--- config.mk ---
export PLATFORM = sky130hd
export DESIGN_NAME = lvw_status_reg
export DESIGN_NICKNAME = d
export VERILOG_FILES = /design/src/rtl/lvw_pkg.sv /design/src/rtl/lvw_level_sel.sv /design/src/rtl/lvw_ctrl_regs.sv /design/src/rtl/lvw_flag.sv /design/src/rtl/lvw_status_reg.sv
export SDC_FILE = /design/constraint.sdc
export NUM_CORES = 1
export LEC_CHECK = 0
export ABC_AREA = 1
export BUFFER_PORTS_ARGS = -buffer_cell sky130_fd_sc_hd__buf_2
export CAP_MARGIN = 10
export CORE_AREA = 4 4 41 43
export DETAILED_ROUTE_END_ITERATION = 12
export DIE_AREA = 0 0 45 47
export PLACE_DENSITY = 0.75
export SYNTH_ARGS = -nofsm -noshare
export SYNTH_HDL_FRONTEND = slang
export SYNTH_SLANG_ARGS = --single-unit
--- constraint.sdc ---
create_clock -name clk -period 0.91 [get_ports clk]
set_clock_uncertainty 0.1 [all_clocks]
set_input_delay 0.091 -clock clk [delete_from_list [all_inputs] [get_ports clk]]
set_output_delay 0.091 -clock clk [all_outputs]
set_load 0.05 [all_outputs]
--- src/rtl/lvw_pkg.sv ---
// Package: field positions of the low-voltage warning register.
// Assumes an 8-bit register; bit positions are fixed because software decodes them.
package lvw_pkg;
    localparam int REG_W    = 8;
    localparam int FLAG_BIT = 7;
    localparam int ACK_BIT  = 6;
    localparam int IEN_BIT  = 5;
    localparam int RSV_HI   = 4;
    localparam int RSV_LO   = 2;
endpackage

--- src/rtl/lvw_level_sel.sv ---
// lvw_level_sel: picks the watched below-threshold indication and detects a new
// "below" condition. A new condition is the indication being 1 when either it
// was 0 on the last edge or the select changed since the last edge.
// Assumes below_i is already synchronous to clk; the history is reloaded to
// "not below" on every reset so a low supply is seen again on reset release.
module lvw_level_sel #(
    parameter int NUM_LEVELS = 4,
    localparam int SEL_W     = $clog2(NUM_LEVELS)
) (
    input  logic                  clk,
    input  logic                  por_n,
    input  logic                  rst_n,
    input  logic [NUM_LEVELS-1:0] below_i,
    input  logic [SEL_W-1:0]      sel_i,
    output logic                  set_o
);
    logic             watched;
    logic             prev_below_q;
    logic [SEL_W-1:0] prev_sel_q;

    // Select the indication addressed by the level code.
    always_comb watched = below_i[sel_i];

    // A set is requested when the watched level is low and this is a new comparison.
    always_comb set_o = watched && (!prev_below_q || (prev_sel_q != sel_i));

    // Keep last edge's watched value and select; cleared history on any reset.
    always_ff @(posedge clk) begin
        if (!por_n || !rst_n) begin
            prev_below_q <= 1'b0;
            prev_sel_q   <= sel_i;
        end else begin
            prev_below_q <= watched;
            prev_sel_q   <= sel_i;
        end
    end
endmodule

--- src/rtl/lvw_ctrl_regs.sv ---
// lvw_ctrl_regs: address decode and the software-written fields (interrupt
// enable and level select), plus the acknowledge strobe.
// Assumes single-cycle writes; the level select survives the general reset.
module lvw_ctrl_regs #(
    parameter int ADDR_W     = 4,
    parameter int REG_OFFSET = 1,
    parameter int SEL_W      = 2
) (
    input  logic              clk,
    input  logic              por_n,
    input  logic              rst_n,
    input  logic [ADDR_W-1:0] addr_i,
    input  logic              wr_en_i,
    input  logic              wr_ack_i,
    input  logic              wr_ien_i,
    input  logic [SEL_W-1:0]  wr_sel_i,
    output logic              hit_o,
    output logic              ack_o,
    output logic              ien_o,
    output logic [SEL_W-1:0]  sel_o
);
    logic             ien_q;
    logic [SEL_W-1:0] sel_q;

    // Decode the register offset.
    always_comb hit_o = (addr_i == ADDR_W'(REG_OFFSET));

    // Acknowledge strobe: a write of 1 into the acknowledge bit.
    always_comb ack_o = wr_en_i && hit_o && wr_ack_i;

    // Interrupt enable: cleared by both resets.
    always_ff @(posedge clk) begin
        if (!por_n || !rst_n) ien_q <= 1'b0;
        else if (wr_en_i && hit_o) ien_q <= wr_ien_i;
    end

    // Level select: cleared only by power-on reset.
    always_ff @(posedge clk) begin
        if (!por_n) sel_q <= '0;
        else if (rst_n && wr_en_i && hit_o) sel_q <= wr_sel_i;
    end

    assign ien_o = ien_q;
    assign sel_o = sel_q;

    // general reset keeps the level select.
    a_r9_sel_kept: assert property (@(posedge clk) disable iff (!por_n)
        !rst_n |=> sel_q == $past(sel_q));

    // power-on reset clears enable and select.
    a_r8_por_clear: assert property (@(posedge clk)
        !por_n |=> (sel_q == '0) && !ien_q);
endmodule

--- src/rtl/lvw_flag.sv ---
// lvw_flag: sticky warning flag. Set has priority over acknowledge; both
// resets clear it.
// Assumes set_i and ack_i are single-cycle conditions from the same clock.
module lvw_flag (
    input  logic clk,
    input  logic por_n,
    input  logic rst_n,
    input  logic set_i,
    input  logic ack_i,
    output logic flag_o
);
    logic flag_q;

    // Flag update: reset, then set, then acknowledge.
    always_ff @(posedge clk) begin
        if (!por_n || !rst_n) flag_q <= 1'b0;
        else if (set_i)       flag_q <= 1'b1;
        else if (ack_i)       flag_q <= 1'b0;
    end

    assign flag_o = flag_q;

    // a set condition always leaves the flag at 1.
    a_r2_set_wins: assert property (@(posedge clk) disable iff (!por_n || !rst_n)
        set_i |=> flag_q);

    // an acknowledge without a set clears the flag.
    a_r4_ack_clears: assert property (@(posedge clk) disable iff (!por_n || !rst_n)
        (ack_i && !set_i) |=> !flag_q);

    // the flag holds without an acknowledge.
    a_r12_sticky: assert property (@(posedge clk) disable iff (!por_n || !rst_n)
        (flag_q && !ack_i) |=> flag_q);

    // the flag only rises after a set condition.
    a_r2_rise_cause: assert property (@(posedge clk) disable iff (!por_n || !rst_n)
        $rose(flag_q) |-> $past(set_i));
endmodule

--- src/rtl/lvw_status_reg.sv ---
// lvw_status_reg: low-voltage warning control/status register. Ties the level
// selector, the control fields and the sticky flag together and builds the
// read data and the interrupt request.
// Assumes NUM_LEVELS = 2**SEL_W and SEL_W <= 2 so the select fits bits 1..0.
module lvw_status_reg
    import lvw_pkg::*;
#(
    parameter int NUM_LEVELS = 4,
    parameter int ADDR_W     = 4,
    parameter int REG_OFFSET = 1
) (
    input  logic                  clk,
    input  logic                  por_n,
    input  logic                  rst_n,
    input  logic [NUM_LEVELS-1:0] below_i,
    input  logic [ADDR_W-1:0]     addr_i,
    input  logic                  wr_en_i,
    input  logic [REG_W-1:0]      wdata_i,
    output logic [REG_W-1:0]      rdata_o,
    output logic                  irq_o
);
    localparam int SEL_W = $clog2(NUM_LEVELS);

    logic             hit;
    logic             ack;
    logic             ien;
    logic [SEL_W-1:0] sel;
    logic             set_req;
    logic             flag;
    logic             unused_wdata;

    // Write-data bits with no storage behind them.
    assign unused_wdata = ^{wdata_i[FLAG_BIT], wdata_i[RSV_HI:RSV_LO]};

    lvw_ctrl_regs #(
        .ADDR_W     (ADDR_W),
        .REG_OFFSET (REG_OFFSET),
        .SEL_W      (SEL_W)
    ) u_ctrl (
        .clk      (clk),
        .por_n    (por_n),
        .rst_n    (rst_n),
        .addr_i   (addr_i),
        .wr_en_i  (wr_en_i),
        .wr_ack_i (wdata_i[ACK_BIT]),
        .wr_ien_i (wdata_i[IEN_BIT]),
        .wr_sel_i (wdata_i[SEL_W-1:0]),
        .hit_o    (hit),
        .ack_o    (ack),
        .ien_o    (ien),
        .sel_o    (sel)
    );

    lvw_level_sel #(
        .NUM_LEVELS (NUM_LEVELS)
    ) u_level (
        .clk     (clk),
        .por_n   (por_n),
        .rst_n   (rst_n),
        .below_i (below_i),
        .sel_i   (sel),
        .set_o   (set_req)
    );

    lvw_flag u_flag (
        .clk    (clk),
        .por_n  (por_n),
        .rst_n  (rst_n),
        .set_i  (set_req),
        .ack_i  (ack),
        .flag_o (flag)
    );

    // Read data: register image at its offset, zero elsewhere.
    always_comb begin
        rdata_o = '0;
        if (hit) begin
            rdata_o[FLAG_BIT]  = flag;
            rdata_o[IEN_BIT]   = ien;
            rdata_o[SEL_W-1:0] = sel;
        end
    end

    // Interrupt request while flag and enable are both set.
    always_comb irq_o = flag && ien;
endmodule

==> metrics.md <==
| Metric | Value |
|---|---|
| Fillers | `approximately 120` |
| Sink Count | `7` |
| Part of the Yosys area used for sequential elements | `about a third` |
| Met2 Wirelength | `around 750 um` |
| VDD IR max | `around 0.00089 V` |
| Drt drc | `0` |
| Endpoint class of the critical path | `output port` |
| Synth Flop Type | `dfxtp_1` |
| Largest stage delay on the critical path | `330 ps` |
| Most common cell in the netlist | `nand2_1` |
| Worst Path Arrival | `920 ps` |
| Vias | `468` |
| Synthesis-to-finish area growth | `88.8%` |
| Drt via density | `approximately 4.2` |
| Final non-filler cell area | `between 700 and 800 um2` |
| Seq pwr share | `between 40% and 50%` |
| Reg2reg start | `u_ctrl.sel_o[0]` |
| Count of pins over their slew limit | `0` |
| Crit share post-route | `122%` |
| Synth area leaders | `dfxtp_1, nand2_1, nor2_1` |
| Routed Antenna Nets | `0` |
| Post-synth top cells | `nand2_1, nor2_1, dfxtp_1, inv_1` |
| Fin cells | `approximately 110` |
| Critical Path RT | `720 ps` |
| Starting DRT DRC Count | `5` |
| Share of cells above drive strength 1 | `about 65%` |
| Clock network fraction of design power | `36.7%` |
| First-pass GRT wire length | `1820 um` |
| Post-Syn Area | `a little over 400 um2` |
| Final hold violation count | `0` |
| CTS H-Tree Depth | `1` |
| Core box area | `1300 um2` |
| Vias in the first global route | `~500` |
| CTS Buf Count | `3` |
| RePlAce Congestion | `roughly 0.78` |
| X dimension of the die | `between 40 and 50 um` |
| Clock slew at reported path FFs | `~50 ps` |
| Ant diodes | `0` |
| Worst setup SP type | `flop` |
| Die Area | `approximately 2100 um2` |
| IO Port Bufs | `20` |
| Fin Hold WS | `60.8 ps` |
| Failing checks | `setup timing` |
| Syn avg cell area | `~7 um2` |
| Seq cells post-synth | `7` |
| Cell chain of the critical path | `inv_2 > nor2_4 > buf_8` |
| Clk buf depth | `2` |
| Final Setup Violations | `9` |
| Total GRT Usage | `12.8%` |
| Status | `finished, violations left` |
| Met3 Routed Length | `between 80 and 90 um` |
| Slowest-stage cell, CP | `dfxtp_2` |
| DP Cell Count | `98` |
| Sum Neg Setup Slack | `-1120 ps` |
| Rows | `13` |
| Pwr Density | `994 nW/um2` |
| Drt wl/cell | `around 11 um` |
| Placement Cell Area | `around 580 um2` |
| Unrepaired setup endpoints after global routing | `yes` |
| Reg2reg setup slack | `-160 ps` |
| Net Sw Frac | `between 20% and 30%` |
| Worst-Skew Late Latency | `around 250 ps` |
| CP top delay family | `flip-flops` |
| Fmax | `between 900 and 1000 MHz` |
| Comb power frac | `~22%` |
| Top-area cell type share of the netlist area | `roughly 34%` |
| Clock root cell | `clkbuf_4` |
| I/O pin count | `29` |
| Synth cell types | `13` |
| Final WL | `approximately 1200 um` |
| Final nets | `between 100 and 150` |
| Psw | `~230 uW` |
| Largest area contributor in the netlist | `dfxtp_1` |
| Die Ht | `47 um` |
| Gr ovfl total | `0` |
| CTS tree | `yes` |
| Hold Path Origin | `wdata_i[6]` |
| Internal power | `about 540 uW` |
| Met1 WL | `roughly 380 um` |
| Initial Util | `between 30% and 40%` |
| Cells after synthesis | `60` |
| Post-synth EDFFs | `0` |
| First-pass iteration count of the detailed router | `4` |
| Largest net degree at the start of global routing | `6` |
| Initial antenna violation count | `0` |
| Worst setup path startpoint | `u_ctrl.sel_o[1]` |
| FFs w/ async S/R, synth | `0%` |
| Hold Path Class | `in2reg` |
| Critical path fanouts, max | `2` |
| CP Buf/Inv Count | `2` |
| Max Cap Viol | `0` |
| Dpl hpwl | `785 um` |
| Fin util | `around three fifths` |
| Critical path type | `reg2out` |
| Highest metal used | `met4` |
| Min Tclk post-route | `between 1000 and 1500 ps` |
| Final critical-path setup slack | `-196 ps` |
| Ys Warns | `0` |
| LEAKAGE | `approximately 0.38 nW` |
## power groups by stage
stage          clock network (mW)  logic [mW]  registers, mW
4_1_cts                     0.294       0.156          0.318
2_1_floorplan                   0      0.0987          0.325
6_report                    0.283       0.171          0.318
3_5_place_dp                    0       0.136          0.326
3_3_place_gp                    0       0.135          0.326
5_1_grt                     0.315       0.186          0.319
## final timing paths
check,end,cells past startpoint
min reg2reg,u_level.prev_sel_q[1],1
max reg2reg,u_flag.flag_o,7
max,rdata_o[1],3
min,u_flag.flag_o,4
## stage by stage
step,total power [mW],setup slack [ps]
detailed placement,0.462,-134
floorplan,0.424,-12.9
global route,0.820,-240
CTS,0.768,-162
global placement,0.460,-114
finish,0.772,-196
## cell families (layout without fill, tap and decap cells)
family	count (synthesis)	in the layout	synth area share, %
XOR/XNOR	2	2	4.26
buffers and inverters	12	45	15.5
flip-flops	7	7	34.0
other	1	4	0.911
AND/OR/NAND/NOR	38	38	45.3
## placed cells by master (no fill, tap or decap), types with 2 or more instances in the layout
cell	instances
dlygate4sd3_1	4
nand2_2	8
dfxtp_1	3
buf_6	8
conb_1	4
nor2_1	5
inv_1	3
nand2_1	9
nand3_1	3
nor2_4	8
buf_2	15
buf_4	5
nor2_2	2
dfxtp_2	3
xnor2_1	2
inv_2	3
clkbuf_4	3
## worst reg2reg max path, delay by kind of cell (launching register included)
kind / cells / cell delay, ps
buffers and inverters: 1 / 130
DFF: 1 / 350
and+or+nand+nor: 6 / 390
## final cells by class
class | instances | area, um2 | area share, %
Clock inverter | 1 | 5.00 | 0.644
Sequential cell | 7 | 148 | 19.0
Timing Repair Buffer | 33 | 258 | 33.2
Multi-Input combinational cell | 44 | 289 | 37.2
Clock buffer | 3 | 22.5 | 2.90
Tap cell | 15 | 18.8 | 2.42
Inverter | 8 | 36.3 | 4.67
## per-layer routing
| metal | track usage [%] | vias up |
|---|---|---|
| met3 | 6.90 | 4 |
| met4 | 5.26 | 0 |
| li1 | - | 244 |
| met5 | 0 | - |
| met2 | 26.3 | 17 |
| met1 | 9.43 | 203 |
## registers in the layout, indices dropped and copies added, names as in the netlist
name / count
u_ctrl.ien_o: 1
u_ctrl.sel_o: 2
u_flag.flag_o: 1
u_level.prev_below_q: 1
u_level.prev_sel_q: 2
## repair_timing
action,CTS,global route
resized for setup,18,16
cloned,0,0
endpoints found under the hold margin,3,0
hold buffers,4,0
pin swaps,4,8
endpoints found under the setup margin,6,9
buffers inserted,4,1
Note: power is estimated with default switching activity, not from simulation.
